### src/rtl/spi_rb_pkg.sv
`timescale 1ns/1ps
package spi_rb_pkg;
    localparam int FRAME_W = 16;
    localparam int ADDR_W  = 6;
    localparam int BYTE_W  = 8;
    localparam int CNT_W   = $clog2(FRAME_W);

    typedef struct packed {
        logic              wr;     // 1 = write, 0 = read
        logic              rsvd;   // must be zero for a valid frame
        logic [ADDR_W-1:0] addr;   // byte address
        logic [BYTE_W-1:0] data;   // write data, ignored on reads
    } cmd_t;

    function automatic logic addr_mapped(input logic [ADDR_W-1:0] a, input int n_regs);
        return int'(a) < 2 * n_regs;
    endfunction

    function automatic logic cmd_ok(input cmd_t c);
        return !c.rsvd;
    endfunction
endpackage

### src/rtl/spi_rb_sync.sv
`timescale 1ns/1ps
module spi_rb_sync #(
    parameter int          W       = 3,
    parameter logic [W-1:0] RST_VAL = '0
) (
    input  logic         clk,
    input  logic         rst,
    input  logic [W-1:0] d,
    output logic [W-1:0] q
);
    logic [W-1:0] meta;

    always_ff @(posedge clk) begin
        if (rst) begin
            meta <= RST_VAL;
            q    <= RST_VAL;
        end else begin
            meta <= d;
            q    <= meta;
        end
    end
endmodule

### src/rtl/spi_rb_frame_rx.sv
`timescale 1ns/1ps
module spi_rb_frame_rx
    import spi_rb_pkg::*;
(
    input  logic             clk,
    input  logic             rst,
    input  logic             cs_s,     // synchronized, active high = idle
    input  logic             sclk_s,
    input  logic             mosi_s,
    output logic             frame_valid,
    output cmd_t             frame,
    output logic             sclk_fall,
    output logic             cs_fall,
    output logic [CNT_W-1:0] bit_cnt
);
    logic             sclk_prev;
    logic             cs_prev;
    logic             sclk_rise;
    logic [FRAME_W-1:0] shreg;

    assign sclk_rise = sclk_s & ~sclk_prev & ~cs_s;
    assign sclk_fall = ~sclk_s & sclk_prev & ~cs_s;
    assign cs_fall   = cs_prev & ~cs_s;
    assign frame     = cmd_t'(shreg);

    always_ff @(posedge clk) begin
        if (rst) begin
            sclk_prev   <= 1'b1;
            cs_prev     <= 1'b1;
            shreg       <= '0;
            bit_cnt     <= '0;
            frame_valid <= 1'b0;
        end else begin
            sclk_prev   <= sclk_s;
            cs_prev     <= cs_s;
            frame_valid <= 1'b0;
            if (cs_s) begin
                bit_cnt <= '0;
            end else if (sclk_rise) begin
                shreg <= {shreg[FRAME_W-2:0], mosi_s};
                if (bit_cnt == CNT_W'(FRAME_W - 1)) begin
                    bit_cnt     <= '0;
                    frame_valid <= 1'b1;
                end else begin
                    bit_cnt <= bit_cnt + 1'b1;
                end
            end
        end
    end
endmodule

### src/rtl/spi_rb_regs.sv
`timescale 1ns/1ps
module spi_rb_regs
    import spi_rb_pkg::*;
#(
    parameter int NUM_REGS = 8,
    parameter int NUM_RO   = 2
) (
    input  logic                      clk,
    input  logic                      rst,
    input  logic                      wr_en,
    input  logic [ADDR_W-1:0]         wr_addr,
    input  logic [BYTE_W-1:0]         wr_data,
    input  logic [ADDR_W-1:0]         rd_addr,
    output logic [FRAME_W-1:0]        rd_data,
    input  logic [NUM_RO*FRAME_W-1:0] ro_value,
    output logic [NUM_REGS*FRAME_W-1:0] reg_q
);
    localparam int NUM_W = NUM_REGS - NUM_RO;
    localparam int IDX_W = (NUM_REGS > 1) ? $clog2(NUM_REGS) : 1;

    logic             wr_hit;
    logic [IDX_W-1:0] wr_sel;
    logic [IDX_W-1:0] rd_sel;

    assign wr_hit = wr_en && addr_mapped(wr_addr, NUM_REGS);
    assign wr_sel = wr_addr[IDX_W:1];
    assign rd_sel = rd_addr[IDX_W:1];

    for (genvar i = 0; i < NUM_REGS; i++) begin : g_reg
        logic [FRAME_W-1:0] q;
        if (i < NUM_W) begin : g_rw
            always_ff @(posedge clk) begin
                if (rst) begin
                    q <= '0;
                end else if (wr_hit && int'(wr_sel) == i) begin
                    if (wr_addr[0]) q[FRAME_W-1:BYTE_W] <= wr_data;
                    else            q[BYTE_W-1:0]       <= wr_data;
                end
            end
        end else begin : g_ro
            always_ff @(posedge clk) begin
                q <= ro_value[(i - NUM_W)*FRAME_W +: FRAME_W];
            end
        end
        assign reg_q[i*FRAME_W +: FRAME_W] = q;
    end

    assign rd_data = addr_mapped(rd_addr, NUM_REGS) ? reg_q[rd_sel*FRAME_W +: FRAME_W] : '0;
endmodule

### src/rtl/spi_rb_tx.sv
`timescale 1ns/1ps
module spi_rb_tx
    import spi_rb_pkg::*;
(
    input  logic               clk,
    input  logic               rst,
    input  logic               clear,
    input  logic               load,
    input  logic [FRAME_W-1:0] load_word,
    input  logic               shift,
    input  logic [CNT_W-1:0]   bit_cnt,
    output logic               miso_q
);
    logic [FRAME_W-1:0] word;

    always_ff @(posedge clk) begin
        if (rst) begin
            word   <= '0;
            miso_q <= 1'b0;
        end else if (clear) begin
            word   <= '0;
            miso_q <= 1'b0;
        end else begin
            if (load)  word   <= load_word;
            if (shift) miso_q <= word[CNT_W'(FRAME_W - 1) - bit_cnt];
        end
    end
endmodule

### src/rtl/spi_regbank_slave.sv
`timescale 1ns/1ps
module spi_regbank_slave
    import spi_rb_pkg::*;
#(
    parameter int NUM_REGS = 8,
    parameter int NUM_RO   = 2
) (
    input  logic                        clk,
    input  logic                        rst,
    input  logic                        spi_cs_n,
    input  logic                        spi_sclk,
    input  logic                        spi_mosi,
    output logic                        spi_miso,
    output logic                        spi_miso_oe,
    input  logic [NUM_RO*FRAME_W-1:0]   ro_value,
    output logic [NUM_REGS*FRAME_W-1:0] reg_q
);
    logic [2:0]         pins_s;
    logic               cs_s, sclk_s, mosi_s;
    logic               frame_valid, sclk_fall, cs_fall;
    cmd_t               frame;
    logic [CNT_W-1:0]   bit_cnt;
    logic               accept, wr_en;
    logic [FRAME_W-1:0] rd_data, resp_word;
    logic               miso_q;

    spi_rb_sync #(.W(3), .RST_VAL(3'b110)) u_sync (
        .clk (clk),
        .rst (rst),
        .d   ({spi_cs_n, spi_sclk, spi_mosi}),
        .q   (pins_s)
    );
    assign {cs_s, sclk_s, mosi_s} = pins_s;

    spi_rb_frame_rx u_rx (
        .clk         (clk),
        .rst         (rst),
        .cs_s        (cs_s),
        .sclk_s      (sclk_s),
        .mosi_s      (mosi_s),
        .frame_valid (frame_valid),
        .frame       (frame),
        .sclk_fall   (sclk_fall),
        .cs_fall     (cs_fall),
        .bit_cnt     (bit_cnt)
    );

    assign accept    = frame_valid && cmd_ok(frame);
    assign wr_en     = accept && frame.wr;
    assign resp_word = (accept && !frame.wr) ? rd_data : '0;

    spi_rb_regs #(.NUM_REGS(NUM_REGS), .NUM_RO(NUM_RO)) u_regs (
        .clk      (clk),
        .rst      (rst),
        .wr_en    (wr_en),
        .wr_addr  (frame.addr),
        .wr_data  (frame.data),
        .rd_addr  (frame.addr),
        .rd_data  (rd_data),
        .ro_value (ro_value),
        .reg_q    (reg_q)
    );

    spi_rb_tx u_tx (
        .clk       (clk),
        .rst       (rst),
        .clear     (cs_fall),
        .load      (frame_valid),
        .load_word (resp_word),
        .shift     (sclk_fall),
        .bit_cnt   (bit_cnt),
        .miso_q    (miso_q)
    );

    assign spi_miso_oe = ~cs_s;
    assign spi_miso    = spi_miso_oe & miso_q;
endmodule

### config.mk
export PLATFORM = sky130hd
export DESIGN_NAME = spi_regbank_slave
export DESIGN_NICKNAME = d
export VERILOG_FILES = /design/src/rtl/spi_rb_pkg.sv /design/src/rtl/spi_rb_sync.sv /design/src/rtl/spi_rb_frame_rx.sv /design/src/rtl/spi_rb_regs.sv /design/src/rtl/spi_rb_tx.sv /design/src/rtl/spi_regbank_slave.sv
export SDC_FILE = /design/constraint.sdc
export NUM_CORES = 1
export LEC_CHECK = 0
export BUFFER_PORTS_ARGS = -buffer_cell sky130_fd_sc_hd__buf_2
export CORE_UTILIZATION = 48
export CTS_CLUSTER_SIZE = 25
export DETAILED_ROUTE_END_ITERATION = 10
export HOLD_SLACK_MARGIN = 0.08
export PLACE_DENSITY_LB_ADDON = 0.12
export SETUP_SLACK_MARGIN = 0.1
export SYNTH_ARGS = -nofsm -noshare
export SYNTH_HDL_FRONTEND = slang
export SYNTH_SLANG_ARGS = --single-unit
### constraint.sdc
create_clock -name clk -period 1.6 [get_ports clk]
set_input_delay 0.08 -clock clk [delete_from_list [all_inputs] [get_ports clk]]
set_output_delay 0.08 -clock clk [all_outputs]
set_load 0.05 [all_outputs]
**Word level (Yosys, flattened, before mapping)**

Cells that the tools add are included.

- Register bits after elaboration: 174
- Bits of input ports: 37

- Add/subtract/negate cells: 2
- Order comparisons: 2
- Equal/unequal tests: 6
- Shifts and indexed selects: 1
- Mux-type cells: 6
- Bitwise operators: 11
- Reduce and logical (&&, ||, !) cells: 29

Operator list:

| cell | count |
|---|---|
| $shiftx A128 B8 Y16 | 1 |
| $mux W16 | 2 |
| $reduce_and A2 Y1 | 13 |
| $eq A3 B3 Y1 const B | 4 |
| $logic_and A1 B1 Y1 | 10 |
| $and A1 B1 Y1 | 6 |
| $lt A6 B5 Y1 const B | 1 |
| $lt A4 B5 Y1 const B | 1 |
| $not A1 Y1 | 5 |
| $add A4 B1 Y4 const B | 1 |
| $bmux W1 S4 | 1 |
| $eq A4 B4 Y1 const B | 1 |
| $mux W4 | 1 |
| $reduce_or A2 Y1 | 2 |
| $sub A4 B4 Y4 const A | 1 |
| $eq A3 B2 Y1 const B | 1 |
| $logic_not A3 Y1 | 1 |
| $reduce_or A3 Y1 | 1 |
| $logic_not A1 Y1 | 2 |
| $mux W1 | 2 |

**Depth between registers and ports, before layout**

Gate-level depths: netlist (run 1).

- Word-level depth: 6
- Depth in mapped cells: 6
- Depth with buffers taken out: 4

**Hierarchy**

From an unflattened synthesis (run 1), not the netlist that was laid out.

- Cell total of the unflattened synthesis: 708
- Area total of the unflattened synthesis: 7513.5 um2

By module, submodules not included:

| module | instances | cells each | area each (um2) | seq. area each (um2) |
|---|---|---|---|---|
| spi_rb_regs | 1 | 501 | 5512.8 | 2562.5 |
| spi_rb_frame_rx | 1 | 100 | 859.6 | 460.4 |
| spi_rb_tx | 1 | 73 | 767.0 | 340.3 |
| spi_regbank_slave | 1 | 22 | 216.5 | 0.0 |
| spi_rb_sync | 1 | 12 | 157.7 | 120.1 |

**Worst setup path before layout (run 1)**

No wires, ideal clock.

- Kind: register to register
- From: register u_rx.shreg[9], in the netlist u_rx.frame[9]
- To: register u_tx.word[10]
- Arrival time: 1.456 ns
- Slack: 0.025 ns
- Stages on the path, launching flop included: 6
- Path buffers: 2
- Clock period less this slack: 1.575 ns
- Cells stage by stage: dfxtp_1 buf_4 buf_6 mux4_2 mux2i_1 o2bb2ai_1

- Cells in the longest elaborated chain, start to end: 3
- Elaborated cells on any way between the ends: 4
- Classes of those cells: 1 x order compare; 1 x shift; 2 x mux

RTL lines:

| what | RTL line | source |
|---|---|---|
| from (decl) | spi_rb_frame_rx.sv:19 | `logic [FRAME_W-1:0] shreg;` |
| from (signal assigned) | spi_rb_frame_rx.sv:40 | `shreg <= {shreg[FRAME_W-2:0], mosi_s};` |
| $shiftx A128 B8 Y16 / $lt A6 B5 Y1 (equally long branches) | spi_rb_regs.sv:48, spi_rb_pkg.sv:16 |  |
| $mux W16 * | spi_rb_regs.sv:48 | `assign rd_data = addr_mapped(rd_addr, NUM_REGS) ? reg_q[rd_sel*FRAME_W +: FRAME_W] : '0;` |
| $mux W16 * | spi_regbank_slave.sv:50 | `assign resp_word = (accept && !frame.wr) ? rd_data : '0;` |
| to (signal assigned) | spi_rb_tx.sv:24 | `if (load) word <= load_word;` |
| to (decl) | spi_rb_tx.sv:14 | `logic [FRAME_W-1:0] word;` |

Every way passes the cells marked *; elsewhere a longest branch is shown, timed or not.
A chain may end at the register's enable or synchronous reset.

**Worst setup path after layout (run 1)**

- From: register u_rx.shreg[9], in the netlist u_rx.frame[9]
- To: register u_tx.word[6]

Same word-level chain as after synthesis.

==> flow_metrics.py, run 1 <==
metrics = {
    "route": {
        "met3_length_um": 1208,
        "drt-met1-wl_um": 8633,
        "maxUsedRoutingLayer": "met4",
        "wl_final_um": 19530,
        "post-route-drc-count": 0,
        "dr_wl_met2_um": 9391,
        "firstDrtPassIters": 4,
        "drt-wirelength-per-cell_um": 19.08,
        "detail-route-antenna-nets": 0,
        "post_drt_via_cell_ratio": 5.432,
        "first_iter_violations": 404,
        "via_count": 5562,
    },
    "status": {
        "failed_checks": "setup timing",
        "status": "finished, violations left",
    },
    "worst_hold_path": {
        "cell_depth_of_the_worst_min_delay_path": 2,
        "hold_class": "input pin to flip-flop",
        "min_from": "ro_value[27]",
        "hold-path-endpoint": "u_regs.g_reg[7].q[11]",
    },
    "synth": {
        "post_synth_xor_area_fraction_pct": 0.1281,
        "synthArstFlopShare_pct": 0,
        "postSynthAreaPerCell_um2": 11.57,
        "synth_ff_type": "dfxtp_1",
        "muxShareOfSynthArea_pct": 28.53,
        "netlist_instances": 591,
        "netlist-cell-type-count": 35,
        "ys_ff_latch": 174,
        "yosys.area_share.adder_pct": 0.1830,
        "synth_enable_flop_cells": 0,
        "synth_top_family_by_area": "multiplexers",
        "ys_warn_count": 0,
        "ys_seq_area_share_pct": 50.94,
        "syn_nets": 629,
        "synth_area_um2": 6838,
        "synth-compound-area-share_pct": 3.751,
        "synth_simple_gate_area_share_pct": 13.14,
    },
    "clock_tree": {
        "clock-root-buffer": "clkbuf_16",
        "clock_latency_at_the_later_pin_of_the_worst_skew_pair_ns": 0.42,
        "worst_setup_hold_path_clk_slew_ns": 0.07,
        "clock_tree.buffer_depth": 2,
        "cts_sinks": 174,
        "cts_tree": "built",
        "cts-buffers-inserted": 17,
        "ctsHtreeMaxLevel": 4,
    },
    "critical_path": {
        "worstSetupEndpointType": "flip-flop",
        "timing.critical_path.cells": "buf_12 > mux4_2 > mux2i_2 > buf_4 > o2bb2ai_2",
        "ff2ff_setup_slack_ns": -0.05,
        "setup.worst_path.class": "flip-flop to flip-flop",
        "reg2reg_depth": 5,
        "critical_path_buf_inv_count": 2,
        "timing.critical_path.required_ns": 1.91,
        "path_delay_family": "multiplexers",
        "slowest_cell_on_the_critical_path": "mux4_2",
        "critical-path-max-stage-delay_ns": 0.53,
        "critical_path.max_fanout": 6,
        "worstPathArrival_ns": 1.96,
        "worstSetupStartpointType": "flip-flop",
        "worstReg2RegStart": "u_rx.frame[9]",
        "worstReg2RegEnd": "u_tx.word[6]",
    },
    "final_layout": {
        "diodes": 0,
        "drive_gt1_share_pct": 41.00,
        "commonest_non_fill_non_tap_cell_in_the_layout": "buf_2",
        "area_delta_synth_final_pct": 39.34,
        "fill_cells": 1066,
        "final_cell_mix": "165 x buf_2, 164 x dfxtp_1, 106 x mux2i_1",
        "fin_nets": 869,
    },
    "timing": {
        "fin_setup_tns_ns": -0.2266,
        "transition_time_of_the_tightest_slew_check_pin_ns": 0.6136,
        "setup_viols_final": 14,
        "layout_setup_ws_ns": -0.04685,
        "holdWs_ns": 0.2901,
        "minimum_clock_period_ns": 1.647,
        "max_slew_margin_pct": 59.04,
        "hold_violation_count_in_the_final_report": 0,
        "worst_clock_skew_ns": 0.009337,
        "fmaxAchievable_mhz": 607.2,
        "unrepaired_setup_endpoints_after_global_routing": "true",
        "drv_slew": 0,
        "final_period_utilization_pct": 102.9,
    },
    "place": {
        "dp_hpwl_um": 12980,
        "port_buffers": 166,
        "gp_congestion": 0.8185,
    },
    "floorplan": {
        "die_height_um": 121.4,
        "boundaryPins": 167,
        "placement_rows": 43,
        "effective_utilization_at_floorplan_pct": 49.26,
        "core_um2": 13880,
        "fp.dieArea_um2": 14730,
        "die_w_um": 121.4,
    },
    "global_route": {
        "grt_start_max_net_pins": 63,
        "globalRoute.totalOverflow": 0,
        "number_of_global_route_vias_before_repair": 5536,
        "antenna_found_initial": 0,
        "track_usage_pct": 26.93,
        "grt_first_pass_wirelength_um": 29950,
    },
    "power": {
        "vdd_ir_max_mv": 1.192,
        "total_power_w": 0.008925,
        "leakagePower_nw": 4.588,
        "power_density_nw_per_um2": 936.7,
    },
    "run": {
        "timing.max_cap.violations": 0,
    },
}
## synth_stat cells (all sizes together) (2+ instances only)
master	number	area share, %
nor2	101	5.5
nand4	6	1.3
nor2b	7	0.64
mux4	35	12
mux2i	115	17
nand2	38	2.1
nand3	8	1.1
dfxtp	174	51
nand4b	2	0.26
nand3b	2	0.22
clkbuf	27	1.5
buf	19	1.8
nor3b	3	0.57
or2	6	0.55
or3	2	0.18
o2bb2ai	16	2.0
a21oi	20	1.5
## worst register-to-register path: cells and delay by family (launching register included)
kind	cells	cell delay [ns]
muxes	2	0.75
buffers and inverters	2	0.31
DFF	1	0.44
AOI/OAI and AO/OA	1	0.04
## power breakdown
part | internal [W] | switching (W)
clock network | 0.00239 | 0.00172
logic | 0.000143 | 0.000264
registers | 0.00438 | 0.0000269
## metrics by stage
stage | utilization, % | instances | cell area, µm² | worst slack, ns
after floorplan | - | 591 | 6864 | 0.08077
after global placement | 58.82 | 940 | 8164 | -0.1619
after detailed placement | 58.82 | 940 | 8164 | -0.1401
after CTS | 67.57 | 1021 | 9379 | -0.02855
after global routing | 68.64 | 1024 | 9528 | -0.07803
final | 68.64 | 1024 | 9528 | -0.04685
## flip-flops by register name, summed over array words and instances, names as in the netlist
name / count
u_rx.sclk_prev: 1
u_rx.frame_valid: 1
u_sync.q: 3
u_rx.cs_prev: 1
u_rx.bit_cnt: 4
u_tx.miso_q: 1
u_rx.frame: 16
u_regs.g.q: 128
u_sync.meta: 3
u_tx.word: 16
## logic make-up (layout without fill, tap and decap cells)
| kind of cell | count (synthesis) | after routing |
|---|---|---|
| AND/OR/NAND/NOR | 179 | 179 |
| flip-flops | 174 | 174 |
| multiplexers | 151 | 151 |
| buffers and inverters | 47 | 300 |
| AO/OA/AOI/OAI | 38 | 38 |
| adder cells (fa/ha/maj) | 1 | 1 |
| XOR/XNOR | 1 | 1 |
## final cells by class
class                           count  area [µm²]  share of cell area (%)
Clock buffer                       19       452.9                   4.754
Clock inverter                     13       138.9                   1.458
Timing Repair Buffer              267        1948                   20.45
Sequential cell                   174        3503                   36.77
Inverter                            1       7.507                 0.07879
Tap cell                          180       225.2                   2.364
Multi-Input combinational cell    370        3252                   34.13
## routing by layer
metal  vias to the layer above  global-route usage (%)
met1                      2745                   36.29
met4                         0                   7.639
met3                        23                   6.391
met2                       227                   42.93
li1                       2567                       -
met5                         -                       0
## worst max path at each step
| stage | from | slack [ns] | depth (start not counted) | to |
|---|---|---|---|---|
| 2_1_floorplan | u_rx.frame[11] | 0.08 | 5 | u_regs.g_reg[0].q[0] |
| 3_3_place_gp | u_rx.frame[9] | -0.16 | 5 | u_tx.word[6] |
| 3_5_place_dp | u_rx.frame[9] | -0.14 | 5 | u_tx.word[6] |
| 4_1_cts | u_rx.frame[9] | -0.03 | 5 | u_tx.word[15] |
| 5_1_grt | u_rx.frame[9] | -0.08 | 6 | u_regs.g_reg[3].q[8] |
| 6_report | u_rx.frame[9] | -0.05 | 5 | u_tx.word[6] |
## timing repair
action,in CTS,in global routing
hold endpoints to repair,57,0
pin swaps,8,25
resized for setup,24,27
hold buffers,36,0
gates cloned,2,1
buffers inserted,11,3
endpoints found under the setup margin,79,103
Power figures use the tool's default switching activity.
==> inputs of run 2 (changes only) <==
MAX_ROUTING_LAYER = met4   (was unset)
PLACE_DENSITY = 0.87   (was unset)
PLACE_DENSITY_LB_ADDON = unset   (was 0.12)
==> flow_metrics.py, run 2 (synthesis gave the netlist of run 1 again) <==
metrics = {
    "critical_path": {
        "timing.critical_path.required_ns": 1.91,
        "ff2ff_setup_slack_ns": -0.11,
        "critPathCapture": "u_tx.word[14]",
        "setup.worst_path.class": "flip-flop to flip-flop",
        "worstPathArrival_ns": 2.02,
        "worst_setup_path_startpoint": "u_rx.frame[9]",
        "reg2reg_depth": 5,
        "worstSetupEndpointType": "flip-flop",
        "worstSetupStartpointType": "flip-flop",
        "worstReg2RegEnd": "u_tx.word[14]",
        "critical_path.max_fanout": 7,
        "worstReg2RegStart": "u_rx.frame[9]",
    },
    "worst_hold_path": {
        "hold_class": "input pin to flip-flop",
        "min_from": "ro_value[28]",
    },
    "global_route": {
        "globalRoute.totalOverflow": 0,
        "antenna_found_initial": 0,
        "grt_start_max_net_pins": 69,
        "grt_first_pass_wirelength_um": 31330,
        "number_of_global_route_vias_before_repair": 5867,
        "track_usage_pct": 28.83,
    },
    "place": {
        "dp_hpwl_um": 12180,
        "port_buffers": 166,
        "gp_congestion": 0.7923,
        "place_ws_ns": -0.1067,
    },
    "power": {
        "leakagePower_nw": 4.555,
        "power_density_nw_per_um2": 992.9,
        "vdd_ir_max_mv": 0.7934,
    },
    "route": {
        "detail-route-antenna-nets": 0,
        "firstDrtPassIters": 5,
        "post-route-drc-count": 0,
        "first_iter_violations": 459,
        "via_count": 6004,
        "drt-wirelength-per-cell_um": 22.12,
        "wl_final_um": 22430,
        "post_drt_via_cell_ratio": 5.921,
    },
    "final_layout": {
        "area_delta_synth_final_pct": 40.38,
        "layout.core_utilization_pct": 69.15,
        "commonest_non_fill_non_tap_cell_in_the_layout": "buf_2",
        "largest_register_ff_count": 128,
        "fill_cells": 865,
        "drive_gt1_share_pct": 41.13,
        "final_cell_mix": "165 x buf_2, 164 x dfxtp_1, 99 x mux2i_1, 99 x nor2_1, 38 x nand2_1",
        "largest_register": "u_regs.g.q",
        "fin_nets": 859,
        "diodes": 0,
    },
    "clock_tree": {
        "cts-buffers-inserted": 17,
        "clock_tree.buffer_depth": 2,
        "clock-root-buffer": "clkbuf_16",
        "ctsHtreeMaxLevel": 4,
        "cts_sinks": 174,
        "worst_setup_hold_path_clk_slew_ns": 0.07,
        "cts_tree": "built",
        "clock_latency_at_the_later_pin_of_the_worst_skew_pair_ns": 0.43,
    },
    "timing": {
        "max_slew_margin_pct": 49.92,
        "drv_slew": 0,
        "fin_setup_tns_ns": -1.458,
        "transition_time_of_the_tightest_slew_check_pin_ns": 0.7501,
        "layout_setup_ws_ns": -0.1090,
        "unrepaired_setup_endpoints_after_global_routing": "true",
        "worst_clock_skew_ns": 0.008651,
        "setup_viols_final": 27,
        "fmaxAchievable_mhz": 585.1,
        "holdWs_ns": 0.2762,
        "hold_violation_count_in_the_final_report": 0,
        "minimum_clock_period_ns": 1.709,
        "final_period_utilization_pct": 106.8,
    },
    "floorplan": {
        "die_w_um": 121.4,
        "core_um2": 13880,
        "fp.dieArea_um2": 14730,
        "die_height_um": 121.4,
        "effective_utilization_at_floorplan_pct": 49.26,
        "boundaryPins": 167,
        "placement_rows": 43,
    },
    "status": {
        "failed_checks": "setup timing",
        "status": "finished, violations left",
    },
    "run": {
        "timing.max_cap.violations": 0,
    },
}
run 2: how the worst min path moves through the flow:
stage,endpoint,slack (ns),cells after the start
after global routing,u_regs.g_reg[7].q[14],0.28,2
after floorplan,u_regs.g_reg[6].q[0],0.11,0
after CTS,u_regs.g_reg[7].q[15],0.27,2
after detailed placement,u_regs.g_reg[7].q[14],0.18,1
final,u_regs.g_reg[7].q[12],0.28,2
after global placement,u_regs.g_reg[6].q[8],0.18,1
run 2: area by class of cell:
class	count	area [µm²]	share of cell area [%]
inverters	1	7.507	0.07821
clock inverters	11	211.5	2.203
flip-flops and latches	174	3506	36.52
multi-input cells	370	3342	34.81
clock buffers	21	460.4	4.797
well taps	180	225.2	2.346
repair buffers	257	1847	19.24
run 2: through the flow:
step	total power, W	instances	area, µm²
floorplan	0.004725	591	6864
global placement	0.004834	934	8082
detailed placement	0.004840	934	8082
CTS	0.009511	1004	9300
global route	0.009734	1014	9599
finish	0.009531	1014	9599
run 2: repair_timing:
item                                   CTS  global route
pin swaps                                6            13
resized for setup                       41            30
setup endpoints to repair              110           113
endpoints found under the hold margin   53             0
hold buffers                            36             0
setup buffers                            2             8
cloned                                   0             2
run 2: routing by layer:
layer  wire (µm)  vias up  track usage, %
li1            -     2539               -
met1        8503     2946           33.85
met2       11100      422           46.59
met3        1846       97           5.310
met4         979        0           16.13
met5           0        -               -
run 2: worst max-delay path: stages, from the launching register on:
cell and delay (ns):
dfxtp_4 0.39, buf_12 0.12, buf_12 0.13, mux4_2 0.54, mux2i_2 0.30, o2bb2ai_1 0.10
run 2: where the power goes:
| part | switching [W] | internal (W) | total [W] |
|---|---|---|---|
| Clock | 0.00170 | 0.00301 | 0.00471 |
| Sequential | 0.0000281 | 0.00438 | 0.00440 |
| Combinational | 0.000269 | 0.000146 | 0.000415 |
| Total | 0.00200 | 0.00753 | 0.00953 |
